**config.mk**
```make
export PLATFORM = sky130hd
export DESIGN_NAME = ucode_ctrl
export DESIGN_NICKNAME = d
export VERILOG_FILES = /design/src/rtl/ucode_pkg.sv /design/src/rtl/ucode_rom.sv /design/src/rtl/ucode_fdec.sv /design/src/rtl/ucode_seq.sv /design/src/rtl/ucode_ctrl.sv
export SDC_FILE = /design/constraint.sdc
export NUM_CORES = 1
export LEC_CHECK = 0
export BUFFER_PORTS_ARGS = -buffer_cell sky130_fd_sc_hd__buf_4
export CAP_MARGIN = 20
export CORE_MARGIN = 5
export CORE_UTILIZATION = 45
export DETAILED_ROUTE_END_ITERATION = 12
export PLACE_DENSITY_LB_ADDON = 0.1
export SYNTH_ARGS = -nofsm -noshare
export SYNTH_HDL_FRONTEND = slang
export SYNTH_SLANG_ARGS = --single-unit
```
**constraint.sdc**
```tcl
create_clock -name clk -period 2.4 [get_ports clk]
set_clock_uncertainty 0.2 [all_clocks]
set_input_delay 0.72 -clock clk [delete_from_list [all_inputs] [get_ports clk]]
set_output_delay 0.72 -clock clk [all_outputs]
set_load 0.02 [all_outputs]
```
**src/rtl/ucode_pkg.sv**
```systemverilog
package ucode_pkg;
   localparam int NREG  = 4;
   localparam int SRC_W = 9;
   localparam int LDA_W = 7;
   localparam int LDB_W = 4;

   // bus source field
   localparam logic [3:0] S_NONE = 4'b0000, S_PC = 4'b0001, S_MDR = 4'b0010,
                          S_Z = 4'b0011, S_R0 = 4'b0100, S_R1 = 4'b0101,
                          S_R2 = 4'b0110, S_R3 = 4'b0111, S_TEMP = 4'b1010,
                          S_OFS = 4'b1011;
   // first load field
   localparam logic [2:0] A_NONE = 3'b000, A_PC = 3'b001, A_IR = 3'b010,
                          A_Z = 3'b011, A_R1 = 3'b101;
   // second load field
   localparam logic [2:0] B_NONE = 3'b000, B_MAR = 3'b001, B_Y = 3'b100;
   localparam logic [3:0] ALU_ADD = 4'b0000;
   localparam logic [1:0] M_NONE = 2'b00, M_RD = 2'b01, M_WR = 2'b10;
   // sequencing field
   localparam logic [1:0] Q_NEXT = 2'b00, Q_DISP = 2'b01, Q_BRN = 2'b10;

   // routine entry points
   localparam logic [3:0] RT_RADD = 4'd4, RT_MADD = 4'd7, RT_BRN = 4'd11,
                          RT_UNDEF = 4'd14;

   typedef struct packed {
      logic [1:0] seq;
      logic       fin;
      logic       wt;
      logic       sel;
      logic [1:0] mem;
      logic [3:0] alu;
      logic [2:0] ldb;
      logic [2:0] lda;
      logic [3:0] src;
   } uword_t;

   function automatic uword_t mk(logic [3:0] src, logic [2:0] lda, logic [2:0] ldb,
                                 logic [1:0] mem, logic sel, logic wt, logic fin,
                                 logic [1:0] seq);
      uword_t w;
      w.src = src; w.lda = lda; w.ldb = ldb; w.alu = ALU_ADD; w.mem = mem;
      w.sel = sel; w.wt = wt; w.fin = fin; w.seq = seq;
      return w;
   endfunction
endpackage

```
**src/rtl/ucode_rom.sv**
```systemverilog
module ucode_rom
   import ucode_pkg::*;
#(
   parameter int AW = 4
) (
   input  logic [AW-1:0] addr,
   output uword_t        word
);
   logic in_rng;

   generate
      if (AW == 4) begin : g_exact
         assign in_rng = 1'b1;
      end else begin : g_wide
         assign in_rng = (addr[AW-1:4] == '0);
      end
   endgenerate

   always_comb begin
      word = mk(S_NONE, A_NONE, B_NONE, M_NONE, 1'b0, 1'b0, 1'b1, Q_NEXT);
      if (in_rng) begin
         case (addr[3:0])
            4'd0:  word = mk(S_PC,   A_Z,    B_MAR,  M_RD,   1'b1, 1'b0, 1'b0, Q_NEXT);
            4'd1:  word = mk(S_Z,    A_PC,   B_Y,    M_NONE, 1'b0, 1'b1, 1'b0, Q_NEXT);
            4'd2:  word = mk(S_MDR,  A_IR,   B_NONE, M_NONE, 1'b0, 1'b0, 1'b0, Q_NEXT);
            4'd3:  word = mk(S_NONE, A_NONE, B_NONE, M_NONE, 1'b0, 1'b0, 1'b0, Q_DISP);
            4'd4:  word = mk(S_R2,   A_NONE, B_Y,    M_NONE, 1'b0, 1'b0, 1'b0, Q_NEXT);
            4'd5:  word = mk(S_R1,   A_Z,    B_NONE, M_NONE, 1'b0, 1'b0, 1'b0, Q_NEXT);
            4'd6:  word = mk(S_Z,    A_R1,   B_NONE, M_NONE, 1'b0, 1'b0, 1'b1, Q_NEXT);
            4'd7:  word = mk(S_R3,   A_NONE, B_MAR,  M_RD,   1'b0, 1'b0, 1'b0, Q_NEXT);
            4'd8:  word = mk(S_R1,   A_NONE, B_Y,    M_NONE, 1'b0, 1'b1, 1'b0, Q_NEXT);
            4'd9:  word = mk(S_MDR,  A_Z,    B_NONE, M_NONE, 1'b0, 1'b0, 1'b0, Q_NEXT);
            4'd10: word = mk(S_Z,    A_R1,   B_NONE, M_NONE, 1'b0, 1'b0, 1'b1, Q_NEXT);
            4'd11: word = mk(S_NONE, A_NONE, B_NONE, M_NONE, 1'b0, 1'b0, 1'b0, Q_BRN);
            4'd12: word = mk(S_OFS,  A_Z,    B_NONE, M_NONE, 1'b0, 1'b0, 1'b0, Q_NEXT);
            4'd13: word = mk(S_Z,    A_PC,   B_NONE, M_NONE, 1'b0, 1'b0, 1'b1, Q_NEXT);
            default: word = mk(S_NONE, A_NONE, B_NONE, M_NONE, 1'b0, 1'b0, 1'b1, Q_NEXT);
         endcase
      end
   end
endmodule

```
**src/rtl/ucode_fdec.sv**
```systemverilog
module ucode_fdec
   import ucode_pkg::*;
(
   input  logic [3:0]       f_src,
   input  logic [2:0]       f_lda,
   input  logic [2:0]       f_ldb,
   input  logic [3:0]       f_alu,
   input  logic [1:0]       f_mem,
   input  logic             f_sel,
   output logic [SRC_W-1:0] src_oe,
   output logic [LDA_W-1:0] lda,
   output logic [LDB_W-1:0] ldb,
   output logic [3:0]       alu_fn,
   output logic             mem_rd,
   output logic             mem_wr,
   output logic             sel4
);
   assign src_oe[0] = (f_src == S_PC);
   assign src_oe[1] = (f_src == S_MDR);
   assign src_oe[2] = (f_src == S_Z);
   assign src_oe[7] = (f_src == S_TEMP);
   assign src_oe[8] = (f_src == S_OFS);
   assign lda[0]    = (f_lda == A_PC);
   assign lda[1]    = (f_lda == A_IR);
   assign lda[2]    = (f_lda == A_Z);

   for (genvar g = 0; g < NREG; g++) begin : g_reg
      localparam logic [1:0] IX = 2'(g);
      assign src_oe[3+g] = (f_src == {2'b01, IX});
      assign lda[3+g]    = (f_lda == {1'b1, IX});
   end

   for (genvar g = 0; g < LDB_W; g++) begin : g_ldb
      assign ldb[g] = (f_ldb == 3'(g + 1));
   end

   assign alu_fn = f_alu;
   assign mem_rd = (f_mem == M_RD);
   assign mem_wr = (f_mem == M_WR);
   assign sel4   = f_sel;
endmodule

```
**src/rtl/ucode_seq.sv**
```systemverilog
module ucode_seq
   import ucode_pkg::*;
#(
   parameter int AW  = 4,
   parameter int OPW = 2
) (
   input  logic           clk,
   input  logic           rst_n,
   input  logic [OPW-1:0] opcode,
   input  logic           n_flag,
   input  logic           mfc,
   input  logic [1:0]     f_seq,
   input  logic           f_wt,
   input  logic           f_fin,
   output logic [AW-1:0]  upc
);
   logic [AW-1:0] start, nxt;

   always_comb begin
      if (opcode == OPW'(0))      start = AW'(RT_RADD);
      else if (opcode == OPW'(1)) start = AW'(RT_MADD);
      else if (opcode == OPW'(2)) start = AW'(RT_BRN);
      else                        start = AW'(RT_UNDEF);
   end

   always_comb begin
      if (f_wt && !mfc)                  nxt = upc;
      else if (f_fin)                    nxt = '0;
      else if (f_seq == Q_DISP)          nxt = start;
      else if (f_seq == Q_BRN && !n_flag) nxt = '0;
      else                               nxt = upc + 1'b1;
   end

   always_ff @(posedge clk) begin
      if (!rst_n) upc <= '0;
      else        upc <= nxt;
   end
endmodule

```
**src/rtl/ucode_ctrl.sv**
```systemverilog
module ucode_ctrl
   import ucode_pkg::*;
#(
   parameter int AW  = 4,
   parameter int OPW = 2
) (
   input  logic             clk,
   input  logic             rst_n,
   input  logic [OPW-1:0]   opcode,
   input  logic             n_flag,
   input  logic             mfc,
   output logic [SRC_W-1:0] src_oe,
   output logic [LDA_W-1:0] lda,
   output logic [LDB_W-1:0] ldb,
   output logic [3:0]       alu_fn,
   output logic             mem_rd,
   output logic             mem_wr,
   output logic             sel4,
   output logic             wmfc,
   output logic             done
);
   generate
      if (AW < 4) begin : g_bad_aw
         $error("ucode_ctrl: AW must be at least 4");
      end
      if (OPW < 2) begin : g_bad_opw
         $error("ucode_ctrl: OPW must be at least 2");
      end
   endgenerate

   logic [AW-1:0] upc;
   uword_t        word;

   ucode_rom #(.AW(AW)) u_rom (.addr(upc), .word(word));

   ucode_seq #(.AW(AW), .OPW(OPW)) u_seq (
      .clk(clk), .rst_n(rst_n), .opcode(opcode), .n_flag(n_flag), .mfc(mfc),
      .f_seq(word.seq), .f_wt(word.wt), .f_fin(word.fin), .upc(upc));

   ucode_fdec u_dec (
      .f_src(word.src), .f_lda(word.lda), .f_ldb(word.ldb), .f_alu(word.alu),
      .f_mem(word.mem), .f_sel(word.sel), .src_oe(src_oe), .lda(lda), .ldb(ldb),
      .alu_fn(alu_fn), .mem_rd(mem_rd), .mem_wr(mem_wr), .sel4(sel4));

   assign wmfc = word.wt;
   assign done = word.fin;
endmodule

```
---- Word-level counts from Yosys, hierarchy flattened ----
Memories as Yosys holds them, arrays and structs flattened. A register that Yosys moved wholly into a read port is not among the register bits.
Index checks and enable logic that the tools add are counted.
storage, ports and cells
  flip-flop bits (word level) ............. 4
  ROM bits ................................ 240
  logic and storage cells ................. 42
  memories kept ........................... 1
memories
  name              depth  bits a word  read ports  clocked after memory_dff  write ports  RTL line         RTL
  (name not given)  16     15           1           1                         0            ucode_rom.sv:22  case (addr[3:0])
cells by class
  add/subtract/negate cells ............... 1
  equal/unequal tests ..................... 26
  muxes and demuxes ....................... 8
  reduce and logical (&&, ||, !) cells .... 5
operators with widths
  cell                 count
  $mux 4               7
  $eq 4x3->1 const B   4
  $eq 3x3->1 const B   5
  $eq 3x2->1 const B   4
  $eq 4x2->1 const B   2
  $eq 4x4->1 const B   2
  $eq 2x1->1 const B   3
  $eq 2x2->1 const B   3
  $eq 3x1->1 const B   2
  $add 4x1->4 const B  1
  $eq 4x1->1 const B   1
  $mux 3               1
  $logic_and 1x1->1    2
  $logic_not 1->1      2
  $logic_not 2->1      1

---- Longest topological paths before layout ----
  depth in word-level cells ............... 8
  mapped depth ............................ 11
  depth with buffers taken out ............ 11

---- Cells and area by module ----
Synthesis repeated with hierarchy kept, for this count alone.
unflattened totals
  cell total of the unflattened synthesis .. 115
  area, all modules ....................... 922.1 um^2
modules (own cells, without submodules)
  module      instances  cells an instance  area each (um^2)  sequential area each (um^2)
  ucode_rom   1          49                 372.9             0.0
  ucode_seq   1          39                 315.3             80.1
  ucode_fdec  1          27                 234.0             0.0

---- Worst setup path after synthesis ----
Ideal clock, no wire load.
  path kind ............................... input port to flip-flop
  start point ............................. input port mfc
  end point ............................... register, netlist name u_rom.word[1]
  library setup time ...................... 0.070 ns
  data arrival time ....................... 2.297 ns
  required time ........................... 2.130 ns
  path slack .............................. -0.167 ns
  cell stages on the path ................. 8
  path buffers ............................ 2
  path through ............................ nor2b_4 -> buf_6 -> or3_4 -> a2111oi_4 -> a211o_2 -> buf_6 -> mux2_1 -> a21oi_1
on the way
  longest elaborated chain between the ends .. 4
ends and longest elaborated chain
  element                         RTL line          RTL
  start, declared                 ucode_ctrl.sv:11  input logic mfc,
  $logic_not 1->1                 ucode_seq.sv:27   if (f_wt && !mfc) nxt = upc;
  $logic_and 1x1->1               ucode_seq.sv:27
  $mux 4 (no line) (2 in series)  -
Every way passes these cells.
A chain may end at the register's enable or synchronous reset.

---- Final worst setup path ----
  start point ............................. input port opcode[0]
  end point ............................... register, netlist name u_rom.word[4]
on the way
  longest elaborated chain between the ends .. 8
  elaborated cells on any way between the ends .. 10
ends and longest elaborated chain
  element                             RTL line         RTL
  start, declared                     ucode_ctrl.sv:9  input logic [OPW-1:0] opcode,
  $eq 2x2->1                          ucode_seq.sv:22  else if (opcode == OPW'(2)) start = AW'(RT_BRN);
  $mux 3                              ucode_seq.sv:22
  $mux 4                              ucode_seq.sv:21  else if (opcode == OPW'(1)) start = AW'(RT_MADD);
  $mux 4 (*)                          ucode_seq.sv:20  if (opcode == OPW'(0)) start = AW'(RT_RADD);
  $mux 4 (*)                          ucode_seq.sv:29  else if (f_seq == Q_DISP) nxt = start;
  $mux 4 (*)                          ucode_seq.sv:28  else if (f_fin) nxt = '0;
  $mux 4 (no line) (*) (2 in series)  -
Mark *: on every way between the ends. The rest lies on a longest branch, timed or not.

==> run_results.csv <==
group,metric,value,unit
global_route,grt.overflow.total,0,
cts,cts_buffer_depth,2,
synthesis,synth-simple-area-share,32.01,%
power,p_int,1.329,mW
worst_setup_path,critPathArrivalTime,2.29,ns
final_layout,diodes,0,
placement,dpl_cell_area,1526,sq um
worst_setup_path,crit_path_end,"u_rom.word[4]",
worst_hold_path,holdCritPathClass,"primary input to register",
cts,cts_tree,"done",
drt,drt_wl_total,2.881,mm
synthesis,synth_compound_area_share,13.28,%
timing,rsz0062_at_grt,"yes",
final_layout,final_common_cell,"buf_4",
drt,vias,1071,
power,p_sw,1.029,mW
final_layout,area.growth.synth_to_final,34.80,%
synthesis,synth_mux_area_share,2.677,%
global_route,grtUsageTotal,16.09,%
placement,hpwl,2.306,mm
drt,drtIter0Drc,33,
synthesis,synth.distinct_cells,42,
power,vdd_drop_max,0.001048,V
placement,portBuffers,27,
die,die_h,60.96,microns
worst_setup_path,crit_path_end_kind,"register",
synthesis,netlist_area,1169,sq um
synthesis,yosys.area_share.adder,10.71,%
synthesis,synth-xor-area-share,2.141,%
power,p_leak,0.7644,nW
timing,worst_slack,0.07155,ns
global_route,grt_pass1_vias,973,
worst_setup_path,cp-startpoint,"opcode[0]",
synthesis,yosys_register_bits,18,
synthesis,yosysSeqAreaShare,30.84,%
power,swShare,43.65,%
timing,max_freq,429.5,MHz
power,power.share.sequential,21.8,%
worst_setup_path,worstPathRequired,2.36,ns
power,power.density,1497,nW/um^2
worst_setup_path,rr_worst_depth,7,
drt,wire_per_inst,13.65,microns
synthesis,synth-async-reset-ratio,0,%
worst_setup_path,cp_slowest_cell,"ha_1",
cts,clk_pin_slew,0.10,ns
drt,antenna_left,0,
die,die_area,3716,sq um
die,io_pins,35,
timing,hold_ws,0.4927,ns
timing,period_minus_slack,2.328,ns
worst_setup_path,crit_chain,"buf_4, inv_1, ha_1, nand3b_1, o21ai_0, a22o_1, and2_4, buf_4, ha_1, nand2_1, o211ai_1",
die,start_util,47.17,%
global_route,antenna_found_initial,0,
final_layout,fin_cells,211,
worst_setup_path,r2r-end,"u_rom.word[5]",
final_layout,fin_area,1575,sq um
die,fp.coreArea,2477,sq um
cts,htree_levels,1,
run_status,outcome,"finished, final reports clean",
placement,gp_routability_congestion,0.9410,
global_route,grt_pass1_wl,4.471,mm
cts,ctsRootBufferMaster,"clkbuf_4",
synthesis,yosysWarningCount,0,
final_layout,nNetsFinal,198,
worst_setup_path,worstSetupPathType,"primary input to register",
timing,setup_violations,0,
synthesis,synth_edf_count,0,
cts,clkSinkCount,18,
final_layout,drive_above_1_share,37.02,%
worst_setup_path,worstPathMaxFanout,5,
power,pwr-share-comb,70.2,%
worst_setup_path,r2r_start,"u_seq.upc[0]",
timing,maxSlewViolCount,0,
cts,numCtsBuffers,3,
worst_setup_path,worstSetupStartpointType,"primary input",
worst_setup_path,rrSetupSlack,0.15,ns
global_route,grt_max_degree,15,
power,pwr-share-clk,8.0,%
cts,insertion_delay,0.29,ns
die,die_w,60.96,microns
drt,vias_per_cell,5.076,
placement,dpl_worst_slack,-0.2420,ns
timing,finalCritPeriodShare,97.02,%
synthesis,synth.avg_cell_area,8.853,sq um
placement,dp.cells,206,
cts,hold_buffers,0,
synthesis,synth_ff_type,"dfxtp_1",
worst_setup_path,cpPeakStageDelay,0.29,ns
run,cap_violations,0,
drt,drtPass1Iterations,4,
final_layout,most-common-layout-cells,"49 x buf_4, 18 x dfxtp_1, 13 x nor2_1, 11 x nand2_1, 10 x ha_1",
drt,drc,0,
synthesis,synth_top_family_by_area,"simple AND/OR/NAND/NOR gates",
timing,hold_viol,0,
die,rows,18,
synthesis,syn_inst,132,
## routing by layer
layer	part of all wire (%)	track usage (%)
met5	0	0
met4	0.66	3.715
met3	5.2	3.191
met2	49	25.50
met1	45	22.58
## how the worst min path moves through the flow
| stage | endpoint | slack, ns | depth (start not counted) | start |
|---|---|---|---|---|
| 2_1_floorplan | u_rom.word[20] | 0.42 | 2 | u_seq.upc[3] |
| 3_3_place_gp | u_rom.word[19] | 0.53 | 3 | u_seq.upc[2] |
| 3_5_place_dp | u_rom.word[19] | 0.56 | 3 | u_seq.upc[2] |
| 4_1_cts | u_rom.word[5] | 0.48 | 2 | rst_n |
| 5_1_grt | u_rom.word[5] | 0.49 | 2 | rst_n |
| 6_report | u_rom.word[5] | 0.49 | 2 | rst_n |
## synthesized netlist by cell type (2+ instances only)
cell type,instances,area [sq um]
o31ai_1,2,15.01
mux2i_1,2,20.02
nor3b_1,6,45.04
o21ai_1,2,10.01
and3b_1,2,17.52
buf_6,2,22.52
nand2_1,11,41.29
nand4_1,3,18.77
nor3_1,6,30.03
nor2b_1,2,12.51
o21ai_0,3,15.01
a22o_1,2,17.52
nor2_1,13,48.80
nand2b_1,5,31.28
dfxtp_1,18,360.4
ha_1,10,125.1
and3_1,2,12.51
buf_4,7,52.55
inv_1,4,15.01
and2_1,8,50.05
## cell families after synthesis
| family | Yosys count |
|---|---|
| XOR/XNOR | 2 |
| flip-flops | 18 |
| other | 1 |
| adder cells (fa/ha/maj) | 10 |
| buffers and inverters | 14 |
| AND/OR/NAND/NOR | 66 |
| multiplexers | 3 |
| AO/OA/AOI/OAI | 18 |
## worst max-delay path: cells and delay by family
kind	cells	cell delay, ns
and+or+nand+nor	3	0.33
AOI/OAI and AO/OA	3	0.42
adders and majority gates	2	0.57
buffers and inverters	3	0.27
## registers in the layout (all words and copies together) (netlist names)
register    cells
u_seq.upc       4
u_rom.word     14
## final cells by class
class | instances | area (sq um)
inverters | 4 | 15.01
clock buffers | 4 | 36.28
fillers | 221 | 902.1
multi-input cells | 106 | 758.2
repair buffers | 49 | 367.9
well taps | 30 | 37.54
flip-flops and latches | 18 | 360.3
## per-stage QoR
stage	total power [mW]	utilization, %	TNS (ns)
CTS	2.341	63.08	0
global route	2.540	63.59	-0.01503
floorplan	1.524	-	-0.08512
finish	2.358	63.59	0
global placement	2.108	61.62	-1.960
detailed placement	2.143	61.62	-2.319
## power by group through the flow
stage | sequential (mW) | combinational, mW | clock, mW
after floorplan | 0.530 | 0.994 | 0
after global placement | 0.510 | 1.60 | 0
after detailed placement | 0.519 | 1.62 | 0
after CTS | 0.511 | 1.64 | 0.193
after global routing | 0.533 | 1.80 | 0.208
final | 0.513 | 1.66 | 0.189
## repair_timing
item                       in CTS  in global routing
buffers inserted                0                  1
resized for setup               0                  1
setup endpoints to repair       0                  4
(Power assumes the default switching activity.)
